**config.mk**
```make
export PLATFORM = sky130hd
export DESIGN_NAME = brk_rx
export DESIGN_NICKNAME = d
export VERILOG_FILES = /design/src/rtl/rxa_pkg.sv /design/src/rtl/rxa_phase.sv /design/src/rtl/rxa_check.sv /design/src/rtl/rxa_framer.sv /design/src/rtl/brk_rx.sv
export SDC_FILE = /design/constraint.sdc
export NUM_CORES = 1
export LEC_CHECK = 0
export ABC_AREA = 0
export BUFFER_PORTS_ARGS = -buffer_cell sky130_fd_sc_hd__buf_4
export CELL_PAD_IN_SITES_DETAIL_PLACEMENT = 2
export CELL_PAD_IN_SITES_GLOBAL_PLACEMENT = 2
export CORE_ASPECT_RATIO = 1.1
export CORE_MARGIN = 4
export CORE_UTILIZATION = 34
export CTS_CLUSTER_DIAMETER = 200
export DETAILED_ROUTE_END_ITERATION = 10
export PLACE_DENSITY_LB_ADDON = 0.1
export SYNTH_ARGS = -nofsm -noshare
export SYNTH_HDL_FRONTEND = slang
export SYNTH_SLANG_ARGS = --single-unit
```
**constraint.sdc**
```tcl
create_clock -name clk -period 2.3 [get_ports clk]
set_input_delay 0.46 -clock clk [delete_from_list [all_inputs] [get_ports clk]]
set_output_delay 0.46 -clock clk [all_outputs]
set_load 0.01 [all_outputs]
```
**src/rtl/rxa_pkg.sv**
```systemverilog
package rxa_pkg;
  typedef enum logic [1:0] {
    PAR_NONE  = 2'd0,
    PAR_EVEN  = 2'd1,
    PAR_ODD   = 2'd2,
    PAR_FIXED = 2'd3
  } par_mode_e;

  typedef enum logic [2:0] {
    ST_IDLE,
    ST_START,
    ST_DATA,
    ST_PAR,
    ST_STOP,
    ST_HOLD,
    ST_BRK
  } rx_state_e;
endpackage

```
**src/rtl/rxa_phase.sv**
```systemverilog
module rxa_phase #(
  parameter int OVS = 16
) (
  input  logic clk,
  input  logic rst_n,
  input  logic samp_en,
  input  logic x1,
  input  logic clr,
  output logic full_stb,
  output logic half_stb
);
  localparam int CW   = $clog2(OVS);
  localparam int LAST = OVS - 1;
  localparam int HALF = OVS / 2 - 1;

  logic [CW-1:0] cnt_q, cnt_d;

  always_comb begin
    cnt_d = cnt_q;
    if (clr) begin
      cnt_d = '0;
    end else if (samp_en) begin
      cnt_d = (cnt_q == CW'(LAST)) ? '0 : cnt_q + 1'b1;
    end
  end

  always_ff @(posedge clk or negedge rst_n) begin
    if (!rst_n) cnt_q <= '0;
    else        cnt_q <= cnt_d;
  end

  assign full_stb = samp_en && (x1 || (cnt_q == CW'(LAST)));
  assign half_stb = samp_en && (x1 || (cnt_q == CW'(HALF)));
endmodule

```
**src/rtl/rxa_check.sv**
```systemverilog
module rxa_check
  import rxa_pkg::*;
(
  input  logic [7:0] data,
  input  logic       pbit,
  input  logic [1:0] pmode,
  input  logic       pfix,
  input  logic [7:0] cmp,
  output logic       perr,
  output logic       match
);
  logic ones_odd;

  always_comb begin
    ones_odd = ^{data, pbit};
    case (par_mode_e'(pmode))
      PAR_EVEN:  perr = ones_odd;
      PAR_ODD:   perr = !ones_odd;
      PAR_FIXED: perr = (pbit != pfix);
      default:   perr = 1'b0;
    endcase
  end

  assign match = (data == cmp);
endmodule

```
**src/rtl/rxa_framer.sv**
```systemverilog
module rxa_framer
  import rxa_pkg::*;
(
  input  logic       clk,
  input  logic       rst_n,
  input  logic       samp_en,
  input  logic       x1,
  input  logic       rxd,
  input  logic [1:0] char_len,
  input  logic [1:0] pmode,
  input  logic       fifo_full,
  input  logic       full_stb,
  input  logic       half_stb,
  input  logic       perr_in,
  input  logic       match_in,
  output logic       clr,
  output logic [7:0] data_o,
  output logic       pbit_o,
  output logic       wr_en,
  output logic [7:0] wr_char,
  output logic       wr_par_err,
  output logic       wr_frm_err,
  output logic       wr_cmp_match,
  output logic       ovr_pulse,
  output logic       brk_start,
  output logic       brk_end
);
  rx_state_e  state_q, state_d;
  logic [2:0] bcnt_q;
  logic [7:0] data_q;
  logic       pbit_q;
  logic [2:0] last_idx;
  logic       has_par, is_brk, stop_stb;

  assign last_idx = {1'b0, char_len} + 3'd4;
  assign has_par  = (par_mode_e'(pmode) != PAR_NONE);
  assign is_brk   = (data_q == 8'h00) && (!has_par || !pbit_q);
  assign stop_stb = (state_q == ST_STOP) && full_stb;

  always_comb begin
    state_d = state_q;
    clr     = 1'b0;
    case (state_q)
      ST_IDLE: if (samp_en && !rxd) begin
        clr     = 1'b1;
        state_d = x1 ? ST_DATA : ST_START;
      end
      ST_START: if (half_stb) begin
        if (rxd) begin
          state_d = ST_IDLE;
        end else begin
          state_d = ST_DATA;
          clr     = 1'b1;
        end
      end
      ST_DATA: if (full_stb && bcnt_q == last_idx) state_d = has_par ? ST_PAR : ST_STOP;
      ST_PAR:  if (full_stb) state_d = ST_STOP;
      ST_STOP: if (full_stb) begin
        if (rxd)         state_d = ST_IDLE;
        else if (is_brk) state_d = ST_BRK;
        else if (x1)     state_d = ST_IDLE;
        else begin
          state_d = ST_HOLD;
          clr     = 1'b1;
        end
      end
      ST_HOLD: if (half_stb) state_d = ST_IDLE;
      ST_BRK:  if (samp_en && rxd) state_d = ST_IDLE;
      default: state_d = ST_IDLE;
    endcase
  end

  always_ff @(posedge clk or negedge rst_n) begin
    if (!rst_n) begin
      state_q      <= ST_IDLE;
      bcnt_q       <= '0;
      data_q       <= '0;
      pbit_q       <= 1'b0;
      wr_en        <= 1'b0;
      wr_char      <= '0;
      wr_par_err   <= 1'b0;
      wr_frm_err   <= 1'b0;
      wr_cmp_match <= 1'b0;
      ovr_pulse    <= 1'b0;
      brk_start    <= 1'b0;
      brk_end      <= 1'b0;
    end else begin
      state_q <= state_d;
      if (state_q != ST_DATA) bcnt_q <= '0;
      else if (full_stb)      bcnt_q <= bcnt_q + 3'd1;
      if (state_q == ST_IDLE || state_q == ST_START) begin
        data_q <= '0;
        pbit_q <= 1'b0;
      end else begin
        if (state_q == ST_DATA && full_stb) data_q[bcnt_q] <= rxd;
        if (state_q == ST_PAR && full_stb)  pbit_q <= rxd;
      end
      wr_en     <= stop_stb && !fifo_full;
      ovr_pulse <= stop_stb && fifo_full;
      brk_start <= stop_stb && !rxd && is_brk;
      brk_end   <= (state_q == ST_BRK) && samp_en && rxd;
      if (stop_stb) begin
        wr_char      <= data_q;
        wr_par_err   <= perr_in;
        wr_frm_err   <= !rxd;
        wr_cmp_match <= match_in;
      end
    end
  end

  assign data_o = data_q;
  assign pbit_o = pbit_q;
endmodule

```
**src/rtl/brk_rx.sv**
```systemverilog
module brk_rx #(
  parameter int OVS = 16
) (
  input  logic       clk,
  input  logic       rst_n,
  input  logic       samp_en,
  input  logic       mode_x1,
  input  logic [1:0] char_len,
  input  logic [1:0] par_mode,
  input  logic       par_fix,
  input  logic [7:0] cmp_char,
  input  logic       rxd,
  input  logic       fifo_full,
  output logic       wr_en,
  output logic [7:0] wr_char,
  output logic       wr_par_err,
  output logic       wr_frm_err,
  output logic       wr_cmp_match,
  output logic       ovr_pulse,
  output logic       brk_start,
  output logic       brk_end
);
  logic       clr, full_stb, half_stb, perr, match, pbit;
  logic [7:0] data;

  rxa_phase #(.OVS(OVS)) u_phase (
    .clk(clk), .rst_n(rst_n), .samp_en(samp_en), .x1(mode_x1), .clr(clr),
    .full_stb(full_stb), .half_stb(half_stb)
  );

  rxa_check u_check (
    .data(data), .pbit(pbit), .pmode(par_mode), .pfix(par_fix), .cmp(cmp_char),
    .perr(perr), .match(match)
  );

  rxa_framer u_framer (
    .clk(clk), .rst_n(rst_n), .samp_en(samp_en), .x1(mode_x1), .rxd(rxd),
    .char_len(char_len), .pmode(par_mode), .fifo_full(fifo_full),
    .full_stb(full_stb), .half_stb(half_stb), .perr_in(perr), .match_in(match),
    .clr(clr), .data_o(data), .pbit_o(pbit),
    .wr_en(wr_en), .wr_char(wr_char), .wr_par_err(wr_par_err),
    .wr_frm_err(wr_frm_err), .wr_cmp_match(wr_cmp_match),
    .ovr_pulse(ovr_pulse), .brk_start(brk_start), .brk_end(brk_end)
  );
endmodule

```
# Word level (Yosys, flattened, before mapping)

Cells that the tools add are included.

Register bits: 34
Logic and storage cells: 109
Output and inout bits: 15

Add/subtract/negate cells: 3
Magnitude comparators: 2
Equality and inequality tests: 22
Reductions and logical operators: 34
Mux-type cells: 35

Operator list:

| kind                                                                         | number |
|---|---|
| 3-bit 2-to-1 mux                                                             | 13 |
| 3-bit one-hot mux with 7 select lines                                        | 1 |
| 1-bit logical AND                                                            | 16 |
| 8-bit 2-to-1 mux                                                             | 2 |
| 4-bit 2-to-1 mux                                                             | 3 |
| 1-bit 2-to-1 mux                                                             | 10 |
| 2-bit by 1-bit != test with 1-bit output, second input constant              | 5 |
| 2-bit nonzero test                                                           | 5 |
| 3-bit == test, second input constant                                         | 3 |
| 9-bit XOR reduction                                                          | 1 |
| 8-bit bitwise mux                                                            | 1 |
| 8-bit == test                                                                | 1 |
| 8-bit logical NOT                                                            | 1 |
| 7-bit AND reduction                                                          | 1 |
| 3-bit by 2-bit == test with 1-bit output, second input constant              | 2 |
| 1-bit one-hot mux with 3 select lines                                        | 2 |
| 1-bit logical NOT                                                            | 5 |
| 4-bit by 1-bit adder with 4-bit output, second input constant                | 1 |
| 2-bit == test, second input constant                                         | 2 |
| 4-bit by 3-bit == test with 1-bit output, second input constant              | 1 |
| 4-bit == test, second input constant                                         | 1 |
| 1-bit logical OR                                                             | 4 |
| 3-bit by 4-bit less-than comparator with 1-bit output, second input constant | 1 |
| 2-bit 2-to-1 mux                                                             | 2 |
| 11 further kinds                                                             | 12 |

# Depth between registers and ports, before layout

Depth after elaboration: 9
Gate-level depth with buffers: 8

# Modules after synthesis

Synthesis repeated with hierarchy kept, for this count alone.

Cells, all modules: 194
Area, all modules: 1983.2 µm²

Modules (own cells, without submodules):

| module     | seq. area each (µm²) | cells each | instances | area each (µm²) |
|---|---|---|---|---|
| rxa_framer | 750.7                | 144        | 1         | 1516.5 |
| rxa_check  | 0.0                  | 26         | 1         | 236.5 |
| rxa_phase  | 100.1                | 24         | 1         | 230.2 |

# Worst setup path after synthesis

Ideal clock, no wire load.

Kind: reg2reg
From: register u_phase.cnt_q[0]
To: register u_framer.wr_char[4]
Arrival time: 1791 ps
Stages on the path, launching flop included: 8
Path slack: 384 ps
Required time: 2175 ps
Period minus slack after synthesis: 1916 ps
Cell sequence: dfrtp_1 > ha_1 > and3_1 > o21a_1 > buf_4 > nand3_4 > buf_2 > mux2_2

Cells in the longest elaborated chain, start to end: 4

RTL lines:

| element                | RTL line          | text |
|---|---|---|
| from (decl)            | rxa_phase.sv:16   | `logic [CW-1:0] cnt_q, cnt_d;` |
| from (signal assigned) | rxa_phase.sv:29   | `else cnt_q <= cnt_d;` |
| 4-bit == test          | rxa_phase.sv:32   | `assign full_stb = samp_en && (x1 \|\| (cnt_q == CW'(LAST)));` |
| 1-bit logical OR       | rxa_phase.sv:32   |  |
| 1-bit logical AND      | rxa_phase.sv:32   |  |
| 1-bit logical AND      | rxa_framer.sv:38  | `assign stop_stb = (state_q == ST_STOP) && full_stb;` |
| to (signal assigned)   | rxa_framer.sv:103 | `wr_char <= data_q;` |
| to (decl)              | rxa_framer.sv:20  | `output logic [7:0] wr_char,` |

Every way passes these cells.
A chain may end at the register's enable or synchronous reset.

# Worst setup path in the final report

From: register u_phase.cnt_q[0]
To: register u_framer.data_q[3], in the netlist u_framer.data_o[3]

Cells in the longest elaborated chain, start to end: 5

RTL lines:

| element                             | RTL line         | text |
|---|---|---|
| 4-bit == test                       | rxa_phase.sv:32  |  |
| 1-bit logical OR                    | rxa_phase.sv:32  |  |
| 1-bit logical AND                   | rxa_phase.sv:32  |  |
| 1-bit logical AND                   | rxa_framer.sv:95 | `if (state_q == ST_DATA && full_stb) data_q[bcnt_q] <= rxd;` |
| 2-bit nonzero test (no source line) | --               |  |
| to (signal, indexed assignment)     | rxa_framer.sv:95 |  |
| to (decl)                           | rxa_framer.sv:30 | `logic [7:0] data_q;` |

Every way passes these cells.

==> impl_metrics.json <==
{
  "seqPwrFrac_pct": 42.2,
  "syn-num-nets": 215,
  "post_cts_buffers": 0,
  "place.gp.congestion": 0.7642,
  "outcome": "complete, no violations",
  "async_flop_share_pct": 100.0,
  "internal-power_uw": 1189,
  "peakVddDrop_v": 0.0004369,
  "cellLeakagePower_uw": 0.001071,
  "maxSlewHeadroom_pct": 67.58,
  "syn_inst": 194,
  "drive_gt1_share_pct": 24.35,
  "die_w_um": 79.08,
  "yosysTopAreaCellShare_pct": 45.03,
  "synth_cell_types": 36,
  "clock-root-buffer": "clkbuf_8",
  "pwr-share-clk_pct": 24.4,
  "insertion_delay_ns": 0.28,
  "drt_iter0_markers": 42,
  "first_global_vias": 1794,
  "switching_share_pct": 36.66,
  "drv_slew": 0,
  "grt_overflow": 0,
  "clk_pin_slew_ns": 0.07,
  "antenna_found_initial": 0,
  "hold_path_class": "in2async",
  "hold_buffers": 0,
  "clock_sink_count": 34,
  "netlist_area_um2": 1889,
  "portBuffers": 33,
  "start_util_pct": 35.02,
  "start_kind": "flip-flop",
  "crit_path_cell_trace": "ha_1 -> and3_1 -> o21ai_0 -> buf_4 -> nor4_1 -> mux2i_1 -> nor2_1",
  "yosys-top-cells-area": "dfrtp_1 (45%), xnor2_1 (7.0%), mux2_2 (6.0%)",
  "vias_per_cell": 5.161,
  "arrival_ns": 2.29,
  "slowest_stage": "nor4_1",
  "fmax_mhz": 472.1,
  "netlist_top_cells_count": "dfrtp_1 (34), nor2_1 (25), nand2_1 (17)",
  "area_growth_pct": 22.38,
  "ff2ff_setup_slack_ns": 0.18,
  "worst_pin_slew_ns": 0.4822,
  "fp-row-count": 28,
  "yosysMostFrequentCell": "dfrtp_1",
  "core-area_um2": 5395,
  "antenna_left": 0,
  "ys.flop_type": "dfrtp_1",
  "grt_first_pass_wirelength_um": 9135,
  "synth_warnings": 0,
  "finish.instance_area_um2": 2312,
  "crit_required_ns": 2.48,
  "drc": 0,
  "cts_tree": "yes",
  "setup-tns-final_ns": 0,
  "critPathMaxStageDelay_ns": 0.43,
  "hold_viol": 0,
  "end_kind": "flip-flop",
  "h-tree-depth": 2,
  "clock_path_buffers": 2,
  "critPathTopFamily": "simple AND/OR/NAND/NOR gates",
  "power_frac_comb_pct": 33.4,
  "yosysSeqAreaShare_pct": 45.03,
  "netlist.top_cell.by_area": "dfrtp_1",
  "io_pins": 34,
  "period_minus_slack_ns": 2.118,
  "place.detailed.hpwl_um": 4059,
  "final_nets": 250,
  "fin_total_pwr_uw": 1877,
  "ys_ff_latch": 34,
  "wire_per_inst_um": 17.21,
  "fin_crit_sh_pct": 92.10,
  "worst-setup-path-type": "reg2reg",
  "track_usage_pct": 17.13,
  "clock-skew-final_ns": 0.003535,
  "drt-pass1-iter-count": 4,
  "grt_max_degree": 35,
  "diodes": 0,
  "setup_viol": 0,
  "wl_um": 5250,
  "crit_fanout": 8,
  "avgSynthCellArea_um2": 9.739,
  "powerDensity_nw_per_um2": 811.6,
  "dieArea_um2": 6815,
  "max_cap_violations": 0,
  "dpl_cell_area_um2": 2221,
  "cts.repair.resized": 0,
  "cts-buffers-inserted": 5,
  "die_h_um": 86.18,
  "rsz0062_at_grt": "no",
  "vias": 1574,
  "power_switching_uw": 688.0,
  "synth-edff-count": 0,
  "critPathBufInv": 1
}
cell usage in the layout (no fill, tap or decap):
cell type	n
buf_4	38
a32oi_1	1
nand2_1	17
a31oi_1	2
dfrtp_1	34
and3_1	1
mux2_2	10
a221o_1	1
nand4_1	5
nand3_1	3
o311a_1	1
nor2_1	25
or3_1	1
clkbuf_1	1
o31ai_1	2
a211oi_1	1
o22ai_1	1
xnor2_1	15
nor4b_1	1
o21ai_0	9
nor3_1	4
clkinv_2	1
o21a_1	1
inv_1	5
xnor3_1	1
nor3b_1	1
nand3_4	1
mux2i_1	10
nand2b_1	3
ha_1	2
a21oi_1	8
nor2b_1	2
nor4_1	8
xor2_1	5
nand3b_1	1
clkbuf_8	6
a21o_1	2
final cells by class:
class / count / area [µm²]
fill: 623 / 3083
multi-input combinational: 145 / 972.2
sequential: 34 / 850.8
timing repair buffer: 38 / 285.3
tap: 75 / 93.84
clock buffer: 7 / 86.33
inverter: 5 / 18.77
clock inverter: 1 / 5.005
stage by stage:
stage	setup slack, ns	util (%)	hold WS (ns)	std cells
2_1_floorplan	0.3843	-	0.1644	194
3_3_place_gp	0.3892	41.16	0.4285	297
3_5_place_dp	0.2190	41.16	0.4430	297
4_1_cts	0.1984	42.86	0.1309	305
5_1_grt	0.06349	42.86	0.1409	305
6_report	0.1817	42.86	0.1143	305
power by group through the flow:
stage	clock network, µW	logic (µW)	registers (µW)
3_5_place_dp	0	636	806
3_3_place_gp	0	599	793
4_1_cts	483	640	793
6_report	457	627	792
5_1_grt	507	707	812
2_1_floorplan	0	439	755
layer usage:
layer / track usage, % / share of wire (%) / up-vias
li1: - / - / 745
met3: 4.470 / 4.4 / 5
met4: 3.750 / 0.84 / 0
met1: 20.07 / 39 / 794
met2: 31.32 / 55 / 30
met5: 0 / 0 / -
path summary, 6_finish.rpt:
kind | start | to | cells past startpoint
worst max-delay path | u_phase.cnt_q[0] | u_framer.data_o[3] | 7
worst min-delay path | rst_n | u_framer.wr_char[5] | 1
worst max register to register | u_phase.cnt_q[0] | u_framer.data_o[3] | 7
worst min register to register | u_framer.wr_cmp_match | u_framer.wr_cmp_match | 2
max in group asynchronous | rst_n | u_framer.brk_start | 1
min in group clk | fifo_full | u_framer.wr_en | 2
cell families (layout without fill, tap and decap cells):
kind of cell             Yosys count  in the layout  share of synthesized area, %
XOR/XNOR                          21             21                         10.46
AO/OA/AOI/OAI                     29             29                         9.404
AND/OR/NAND/NOR                   73             73                         19.01
flip-flops                        34             34                         45.03
adder cells (fa/ha/maj)            2              2                         1.324
buffers and inverters             15             51                         3.510
multiplexers                      20             20                         11.26
flip-flops by register name, summed over array words and instances (netlist names):
register and cells:
u_framer.data_o 8, u_framer.brk_start 1, u_framer.state_q 3, u_framer.wr_en 1, u_framer.wr_frm_err 1, u_framer.ovr_pulse 1
u_framer.brk_end 1, u_phase.cnt_q 4, u_framer.wr_cmp_match 1, u_framer.pbit_o 1, u_framer.bcnt_q 3, u_framer.wr_par_err 1
u_framer.wr_char 8
worst reg2reg max path, delay by kind of cell (launching register included):
family	cells	cell delay [ns]
and+or+nand+nor	3	0.72
DFF	1	0.42
adders and majority gates	1	0.27
muxes	1	0.26
buffers and inverters	1	0.20
AOI/OAI and AO/OA	1	0.14
(Power assumes the default switching activity.)
